File: src/rtl/clg_pkg.sv
// Shared types and helpers for the code lock guard.
// Assumes an 8-bit code byte and a blank (erased) byte value of all ones.
package clg_pkg;

    typedef enum logic [2:0] {
        MD_IDLE,
        MD_PROG_CODE,
        MD_PROG_SCR,
        MD_SET_LK1,
        MD_SET_LK2,
        MD_READBACK,
        MD_IDENT
    } clg_mode_t;

    localparam logic [7:0] BYTE_BLANK = 8'hFF;

    // Pin codes {pulse_n, hv, sel_a, sel_b, sel_c, sel_d}
    localparam logic [5:0] PAT_PROG_CODE = 6'b010111;
    localparam logic [5:0] PAT_PROG_SCR  = 6'b010101;
    localparam logic [5:0] PAT_SET_LK1   = 6'b011111;
    localparam logic [5:0] PAT_SET_LK2   = 6'b011100;
    localparam logic [5:0] PAT_READBACK  = 6'b100011;
    localparam logic [5:0] PAT_IDENT     = 6'b100000;

    // Scramble function: bitwise XNOR of code and key
    function automatic logic [7:0] scramble(input logic [7:0] code, input logic [7:0] key);
        return ~(code ^ key);
    endfunction

endpackage

File: src/rtl/clg_mode_dec.sv
// Mode decoder: turns the programming-mode pin levels into one mode.
// Assumes the pins are static across the sampling clock edge.
module clg_mode_dec
    import clg_pkg::*;
(
    input  logic      ctl_reset,
    input  logic      ctl_store_n,
    input  logic      ctl_pulse_n,
    input  logic      ctl_hv,
    input  logic      ctl_sel_a,
    input  logic      ctl_sel_b,
    input  logic      ctl_sel_c,
    input  logic      ctl_sel_d,
    output clg_mode_t mode
);

    logic [5:0] pat;
    logic       armed;

    assign pat   = {ctl_pulse_n, ctl_hv, ctl_sel_a, ctl_sel_b, ctl_sel_c, ctl_sel_d};
    assign armed = ctl_reset && !ctl_store_n;

    // Match the pin pattern against the mode table
    always_comb begin
        mode = MD_IDLE;
        if (armed) begin
            case (pat)
                PAT_PROG_CODE: mode = MD_PROG_CODE;
                PAT_PROG_SCR:  mode = MD_PROG_SCR;
                PAT_SET_LK1:   mode = MD_SET_LK1;
                PAT_SET_LK2:   mode = MD_SET_LK2;
                PAT_READBACK:  mode = MD_READBACK;
                PAT_IDENT:     mode = MD_IDENT;
                default:       mode = MD_IDLE;
            endcase
        end
    end

endmodule

File: src/rtl/clg_lock_store.sv
// Lock and scramble state: two lock bits, the scramble table and the
// frozen external-access level. Reset models a blank part.
// Assumes erase and writes are single-edge synchronous events.
module clg_lock_store
    import clg_pkg::*;
#(
    parameter int ADDR_W    = 13,
    parameter int SCR_DEPTH = 32
) (
    input  logic              clk,
    input  logic              rst_n,
    input  clg_mode_t         mode,
    input  logic [ADDR_W-1:0] addr,
    input  logic [7:0]        code_in,
    input  logic              erase_all,
    input  logic              ctl_reset,
    input  logic              ext_access_in,
    output logic [1:0]        lock_q,
    output logic [7:0]        scr_rd,
    output logic              ext_access_eff
);

    localparam int SEL_W = $clog2(SCR_DEPTH);

    logic [7:0]       scr_mem [SCR_DEPTH];
    logic [SEL_W-1:0] sel;
    logic             in_range;
    logic             lock_any;
    logic             scr_we;
    logic             ea_hold;

    assign sel      = addr[SEL_W-1:0];
    assign in_range = (addr[ADDR_W-1:SEL_W] == '0);
    assign lock_any = |lock_q;
    assign scr_we   = (mode == MD_PROG_SCR) && !lock_any && in_range;

    // One storage byte per table entry; programming can only clear bits
    for (genvar g = 0; g < SCR_DEPTH; g++) begin : g_scr
        always_ff @(posedge clk) begin
            if (!rst_n || erase_all)
                scr_mem[g] <= BYTE_BLANK;
            else if (scr_we && sel == SEL_W'(g))
                scr_mem[g] <= scr_mem[g] & code_in;
        end
    end

    // Lock bits: set by their programming modes, cleared only by erase
    always_ff @(posedge clk) begin
        if (!rst_n || erase_all)
            lock_q <= 2'b00;
        else if (mode == MD_SET_LK1)
            lock_q[0] <= 1'b1;
        else if (mode == MD_SET_LK2)
            lock_q[1] <= 1'b1;
    end

    // Track the external-access level while the reset pin is high
    always_ff @(posedge clk) begin
        if (!rst_n || ctl_reset)
            ea_hold <= ext_access_in;
    end

    assign scr_rd         = scr_mem[sel];
    assign ext_access_eff = lock_any ? ea_hold : ext_access_in;

endmodule

File: src/rtl/clg_verify_path.sv
// Read-back path: scrambles, blocks or substitutes the outgoing byte and
// registers it with its output enable.
// Assumes scr_rd already reflects the current address.
module clg_verify_path
    import clg_pkg::*;
#(
    parameter int         ADDR_W  = 13,
    parameter logic [7:0] SIG_MFR = 8'h89,
    parameter logic [7:0] SIG_DEV = 8'h51
) (
    input  logic              clk,
    input  logic              rst_n,
    input  clg_mode_t         mode,
    input  logic [ADDR_W-1:0] addr,
    input  logic [7:0]        code_in,
    input  logic [7:0]        scr_rd,
    input  logic [1:0]        lock_q,
    output logic [7:0]        vfy_data,
    output logic              vfy_oe
);

    localparam logic [ADDR_W-1:0] LOC_MFR = ADDR_W'(12'h030);
    localparam logic [ADDR_W-1:0] LOC_DEV = ADDR_W'(12'h031);

    logic [7:0] nxt_data;
    logic       nxt_oe;
    logic       rd_blocked;

    assign rd_blocked = &lock_q;

    // Choose the next outgoing byte for the current mode
    always_comb begin
        nxt_data = BYTE_BLANK;
        nxt_oe   = 1'b0;
        if (mode == MD_READBACK && !rd_blocked) begin
            nxt_data = scramble(code_in, scr_rd);
            nxt_oe   = 1'b1;
        end else if (mode == MD_IDENT) begin
            nxt_oe = 1'b1;
            if (addr == LOC_MFR)
                nxt_data = SIG_MFR;
            else if (addr == LOC_DEV)
                nxt_data = SIG_DEV;
        end
    end

    // Register the outgoing byte and enable
    always_ff @(posedge clk) begin
        if (!rst_n) begin
            vfy_data <= BYTE_BLANK;
            vfy_oe   <= 1'b0;
        end else begin
            vfy_data <= nxt_data;
            vfy_oe   <= nxt_oe;
        end
    end

endmodule

File: src/rtl/code_lock_guard.sv
// Code memory lock and scrambled read-back guard, top level.
// Wires the mode decoder, lock store and read-back path and forms the
// programming and internal-read permits. The code memory is external.
module code_lock_guard
    import clg_pkg::*;
#(
    parameter int         ADDR_W    = 13,
    parameter int         SCR_DEPTH = 32,
    parameter logic [7:0] SIG_MFR   = 8'h89,
    parameter logic [7:0] SIG_DEV   = 8'h51
) (
    input  logic              clk,
    input  logic              rst_n,
    input  logic              ctl_reset,
    input  logic              ctl_store_n,
    input  logic              ctl_pulse_n,
    input  logic              ctl_hv,
    input  logic              ctl_sel_a,
    input  logic              ctl_sel_b,
    input  logic              ctl_sel_c,
    input  logic              ctl_sel_d,
    input  logic              erase_all,
    input  logic              ext_access_in,
    input  logic [ADDR_W-1:0] addr,
    input  logic [7:0]        code_in,
    output logic [7:0]        vfy_data,
    output logic              vfy_oe,
    output logic              prog_en,
    output logic              intcode_rd_ok,
    output logic              ext_access_eff
);

    clg_mode_t  mode_w;
    logic [1:0] lock_w;
    logic [7:0] scr_w;

    clg_mode_dec u_dec (
        .ctl_reset   (ctl_reset),
        .ctl_store_n (ctl_store_n),
        .ctl_pulse_n (ctl_pulse_n),
        .ctl_hv      (ctl_hv),
        .ctl_sel_a   (ctl_sel_a),
        .ctl_sel_b   (ctl_sel_b),
        .ctl_sel_c   (ctl_sel_c),
        .ctl_sel_d   (ctl_sel_d),
        .mode        (mode_w)
    );

    clg_lock_store #(.ADDR_W(ADDR_W), .SCR_DEPTH(SCR_DEPTH)) u_store (
        .clk            (clk),
        .rst_n          (rst_n),
        .mode           (mode_w),
        .addr           (addr),
        .code_in        (code_in),
        .erase_all      (erase_all),
        .ctl_reset      (ctl_reset),
        .ext_access_in  (ext_access_in),
        .lock_q         (lock_w),
        .scr_rd         (scr_w),
        .ext_access_eff (ext_access_eff)
    );

    clg_verify_path #(.ADDR_W(ADDR_W), .SIG_MFR(SIG_MFR), .SIG_DEV(SIG_DEV)) u_vfy (
        .clk      (clk),
        .rst_n    (rst_n),
        .mode     (mode_w),
        .addr     (addr),
        .code_in  (code_in),
        .scr_rd   (scr_w),
        .lock_q   (lock_w),
        .vfy_data (vfy_data),
        .vfy_oe   (vfy_oe)
    );

    // Any lock bit (including the reserved single bit 2) restricts access
    assign prog_en       = (mode_w == MD_PROG_CODE) && (lock_w == 2'b00);
    assign intcode_rd_ok = (lock_w == 2'b00);

endmodule

File: config.mk
export PLATFORM = sky130hd
export DESIGN_NAME = code_lock_guard
export DESIGN_NICKNAME = d
export VERILOG_FILES = /design/src/rtl/clg_pkg.sv /design/src/rtl/clg_mode_dec.sv /design/src/rtl/clg_lock_store.sv /design/src/rtl/clg_verify_path.sv /design/src/rtl/code_lock_guard.sv
export SDC_FILE = /design/constraint.sdc
export NUM_CORES = 1
export LEC_CHECK = 0
export CAP_MARGIN = 20
export CORE_MARGIN = 4
export CORE_UTILIZATION = 46
export DETAILED_ROUTE_END_ITERATION = 6
export PLACE_DENSITY_LB_ADDON = 0.05
export RECOVER_POWER = 25
export SLEW_MARGIN = 20
export SYNTH_ARGS = -nofsm -noshare
export SYNTH_HDL_FRONTEND = slang
export SYNTH_SLANG_ARGS = --single-unit
File: constraint.sdc
create_clock -name clk -period 3.7 [get_ports clk]
set_clock_uncertainty 0.1 [all_clocks]
set_input_delay 0.74 -clock clk [delete_from_list [all_inputs] [get_ports clk]]
set_output_delay 0.74 -clock clk [all_outputs]
set_load 0.005 [all_outputs]
* Yosys cells after proc, flatten, opt, wreduce, memory -nomap -nowiden
Memories as Yosys holds them, arrays and structs flattened.
Cells that the tools add are included.
** Storage, ports and cells
- Memory bits (writable) :: 256
- Register bits after elaboration :: 12
- Memories :: 1
- Logic and storage cells :: 306
** Memories
- u_store.scr_mem :: words 32, bits a word 8, rd ports 33, clocked after Yosys merged registers in 0, wr ports 32, line clg_lock_store.sv:25 : logic [7:0] scr_mem [SCR_DEPTH];
** Cells by class
- Eq/ne operators :: 45
- Mux-type cells :: 139
- Reductions and logical operators :: 49
- Bitwise operators :: 67
** Operator list (count)
- two-way mux 8 bit :: 36
- AND 8 bit :: 32
- two-way mux 1 bit :: 101
- == test 5 bit (second input constant) :: 16
- == test 5 x 4 -> 1 bit (second input constant) :: 8
- logical AND 1 bit :: 37
- OR 1 bit :: 32
- == test 13 x 6 -> 1 bit (second input constant) :: 2
- == test 6 x 5 -> 1 bit (second input constant) :: 4
- == test 5 x 3 -> 1 bit (second input constant) :: 4
- case mux 3 bit (6 select lines) :: 1
- == test 6 bit (second input constant) :: 2
- == test 5 x 2 -> 1 bit (second input constant) :: 2
- == test 3 bit (second input constant) :: 3
- logical NOT 8 bit :: 1
- inverter 8 bit :: 1
- bitwise XOR 8 bit :: 1
- == test 3 x 2 -> 1 bit (second input constant) :: 2
- == test 5 x 1 -> 1 bit (second input constant) :: 1
- logical NOT 5 bit :: 1
- logical NOT 1 bit :: 4
- AND reduction 2 bit :: 2
- == test 3 x 1 -> 1 bit (second input constant) :: 1
- two-way mux 3 bit :: 1
- 4 further kinds :: 5

* Longest topological paths before layout
- Depth after elaboration :: 11
- Mapped depth :: 11
- Depth with buffers taken out :: 7

* By module
From an unflattened synthesis, not the netlist that was laid out.
** Unflattened totals
- Cells, all modules :: 1165
- Area total of the unflattened synthesis :: 13068.8 µm²
** Modules (own cells, without submodules)
- clg_lock_store :: area an instance 12498.2 µm², cells each 1099, instances 1, sequential area each 7757.4 µm²
- clg_verify_path :: area an instance 436.7 µm², cells each 46, instances 1, sequential area each 180.2 µm²
- clg_mode_dec :: area an instance 117.6 µm², cells each 17, instances 1, sequential area each 0.0 µm²
- code_lock_guard :: area an instance 16.3 µm², cells each 3, instances 1, sequential area each 0.0 µm²

* Worst setup path before layout
Ideal clock, no wire load.
- Kind :: input port to flip-flop
- Start :: input port addr[1]
- End :: memory u_store.scr_mem[14][0] (enable)
- Stages on the path :: 7
- Setup time :: 0.384 ns
- Arrival :: 2.630 ns
- Path slack :: 0.586 ns
- Cell sequence :: buf_4 buf_2 clkbuf_1 buf_2 nor2b_1 nand3_1 o21ai_0
** RTL lines
- start, declared :: line code_lock_guard.sv:24 : input logic [ADDR_W-1:0] addr,
- end, declared :: line clg_lock_store.sv:25

* Worst setup path in the final report
- Start :: input port ctl_pulse_n
- End :: output port prog_en
** Between the ends
- Longest elaborated chain between the ends :: 5
- Elaborated cells between the ends (all ways) :: 10
** Ends and longest elaborated chain
- start, declared :: line code_lock_guard.sv:16 : input logic ctl_pulse_n,
- == test 6 bit or == test 6 x 5 -> 1 bit (tied branches) :: line clg_mode_dec.sv:27 : case (pat)
- case mux 3 bit (6 select lines) * :: line clg_mode_dec.sv:27
- two-way mux 3 bit * :: line clg_mode_dec.sv:26 : if (armed) begin
- == test 3 x 1 -> 1 bit * :: line code_lock_guard.sv:76 : assign prog_en = (mode_w == MD_PROG_CODE) && (lock_w == 2'b00);
- logical AND 1 bit * :: line code_lock_guard.sv:76
- end, declared :: line code_lock_guard.sv:28 : output logic prog_en,
Mark *: on every way between the ends. The rest lies on a longest branch, timed or not.

==> results.py <==
metrics = {
    "critical_path": {
        "rr_worst_depth": 6,
        "path_max_fanout": 5,
        "cp-end-kind": "output pin",
        "crit_required_ps": 2860,
        "cp-start-kind": "primary input",
        "worstSetupPathType": "in2out",
        "arrival_ps": 2750,
    },
    "clock_tree": {
        "cts_tree": "built",
        "insertion_delay_ps": 560,
        "numCtsBuffers": 31,
        "clock-sinks": 268,
        "cts_buffer_depth": 3,
        "cts.htree.levels": 1,
        "cts.root.buffer_cell": "clkbuf_16",
        "cts_hold_buf": 0,
        "post-cts-setup-buffers": 0,
        "post_cts_resized": 0,
        "clkSlewWorstSetupHoldPaths_ps": 60,
    },
    "worst_hold_path": {
        "hold_path_depth": 2,
        "hold_class": "reg2reg",
    },
    "synthesis": {
        "synth_compound_area_share_pct": 8.90,
        "synth_edf_count": 257,
        "netlist_area_um2": 13400,
        "ys_warn_count": 0,
        "yosys.area_share.adder_pct": 0,
        "synth_simple_gate_area_share_pct": 16.4,
        "syn_avg_cell_area_um2": 11.8,
        "synth_mux_area_share_pct": 11.6,
        "synth_top_family_by_area": "simple AND/OR/NAND/NOR gates",
        "ys_seq_area_share_pct": 59.2,
        "syn-num-nets": 1164,
        "async_flop_share_pct": 0,
        "syn_inst": 1131,
        "synth_seq_cells": 268,
        "synth_xor_area_share_pct": 0.392,
        "ys.flop_type": "edfxtp_1",
        "synth.distinct_cells": 53,
    },
    "floorplan": {
        "io_pins": 45,
        "rows": 62,
        "die_area_um2": 31900,
        "coreArea_um2": 28700,
        "die_x_um": 179,
        "initial_utilization_pct": 46.7,
        "die_h_um": 179,
    },
    "place": {
        "gp_congestion": 0.881,
        "dp_hpwl_mm": 26.4,
        "pre_cts_ws_ps": 54.3,
        "io_buffers": 44,
    },
    "final_layout": {
        "insertedDiodeCount": 0,
        "synthToLayoutAreaGrowth_pct": 15.8,
        "final-seq-area_um2": 7940,
        "drive_gt1_share_pct": 15.7,
        "num-fill-cells": 2530,
        "layout.nets": 1241,
        "multi_input_area_um2": 5000,
    },
    "detailed_routing": {
        "drt-vias-per-instance": 6.05,
        "route.detailed.drc": 0,
        "ant_nets": 0,
        "routed-via-count": 9767,
        "wl_per_cell_um": 24.4,
        "drtIter0Drc": 960,
        "dr.pass1.iters": 6,
        "wl_mm": 39.4,
    },
    "global_routing": {
        "grt_pass1_vias": 9293,
        "antenna_found_initial": 1,
        "gr-total-overflow": 0,
        "grt_usage_pct": 24.6,
        "grt_max_degree": 57,
        "grt_pass1_wl_mm": 59.2,
    },
    "power_and_ir_drop": {
        "power_density_nw_per_um2": 425,
        "peakVddDrop_mv": 0.330,
        "leakage_nw": 4.76,
    },
    "run_status": {
        "outcome": "complete, but fails checks",
        "failed_checks": "capacitance limit, slew limit",
    },
    "timing": {
        "setup_ws_ps": 109,
        "clock.fmax_ghz": 0.278,
        "setup_tns_ps": 0,
        "hold_viol": 0,
        "tightest_slew_ps": 1660,
        "finalCritPeriodShare_pct": 97.0,
        "finalMaxSlewViolations": 18,
        "slew-limit-headroom_pct": -11.0,
        "rsz0062_at_grt": "no",
        "finalSetupViolCount": 0,
        "finalCriticalPeriod_ps": 3590,
    },
    "run": {
        "cap_violations": 1,
    },
}
-- stage by stage --
step	hold WS, ps	utilization, %	total power [mW]	cells	area, µm²
after floorplan	359	-	3.65	1131	13400
after global placement	378	51.1	3.86	1559	14700
after detailed placement	392	51.1	3.86	1559	14700
after CTS	408	54.3	6.66	1615	15600
after global routing	432	54.0	6.81	1615	15500
final	400	54.0	6.60	1615	15500
-- worst max-delay path: stages --
cell and delay [ps]:
clkdlybuf4s50_1 510, or3b_2 490, a211oi_1 310, and3_1 200, clkdlybuf4s50_1 500
-- where the power goes --
group	switching, mW	internal, mW
clock	1.19	1.61
combinational	0.320	0.166
sequential	0.000563	3.31
-- per-layer routing --
metal	global-route usage [%]	share of wire, %	vias up
li1	-	-	4395
met1	35.9	44	4939
met2	38.5	46	366
met3	4.30	6.9	67
met4	6.33	2.8	0
met5	0	0	-
-- cell families after synthesis --
kind of cell,Yosys count
simple gates,487
mux,93
flops,268
buf+inv,101
xor+xnor,6
compound gates,176
-- Yosys cell counts (all sizes together) (3+ instances only) --
| library cell | n | share of area, % |
|---|---|---|
| nand3b | 4 | 0.22 |
| xnor2 | 4 | 0.26 |
| mux4 | 49 | 8.2 |
| o221ai | 3 | 0.20 |
| a21oi | 14 | 0.52 |
| or3 | 4 | 0.19 |
| dfxtp | 11 | 1.6 |
| o22a | 4 | 0.26 |
| nor3 | 4 | 0.15 |
| nand3 | 185 | 6.9 |
| edfxtp | 257 | 58 |
| a211oi | 5 | 0.28 |
| nor2b | 12 | 0.56 |
| o21ai | 44 | 1.6 |
| mux2i | 34 | 2.5 |
| a31oi | 4 | 0.19 |
| buf | 43 | 1.8 |
| clkbuf | 57 | 1.6 |
| o22ai | 4 | 0.19 |
| nor2 | 33 | 0.92 |
| nand2 | 219 | 6.1 |
| a21o | 84 | 4.7 |
| mux2 | 10 | 0.84 |
| nor4 | 3 | 0.14 |
| and3 | 4 | 0.19 |
| nand2b | 8 | 0.37 |
-- layout by cell type, fill, tap and decap left out, types with 5 or more instances in the layout --
cell and instances:
a211oi_1 5, a21o_1 84, a21oi_1 14, buf_12 5
buf_4 76, clkbuf_1 25, clkbuf_16 31, clkbuf_2 11
clkdlybuf4s50_1 28, clkinv_2 6, dfxtp_1 11, dlygate4sd3_1 14
edfxtp_1 257, mux2_2 10, mux2i_1 34, mux4_2 49
nand2_1 219, nand2b_1 8, nand3_1 185, nor2_1 33
nor2b_1 11, o21ai_0 43
-- final cells by class --
cell class	instances	area share, %
Clock inverter	10	0.460
Timing Repair Buffer	144	7.63
Inverter	1	0.0242
Clock buffer	46	5.36
Tap cell	384	3.10
Sequential cell	268	51.2
Multi-Input combinational cell	762	32.3
-- worst paths after layout --
check	slack, ps	startpoint	end
worst min register to register	400	u_store.lock_q[1]	u_store.lock_q[1]
worst max register to register	1190	u_store.lock_q[1]	u_store.scr_mem[29][5]
worst max-delay path	110	ctl_pulse_n	prog_en
worst min-delay path	400	u_store.lock_q[1]	u_store.lock_q[1]
-- flip-flops by register name (all words and copies together) (netlist names) --
name and count:
u_store.lock_q 2, u_vfy.vfy_oe 1, u_store.ea_hold 1, u_store.scr_mem 256
u_vfy.vfy_data 8
(Power assumes the default switching activity.)
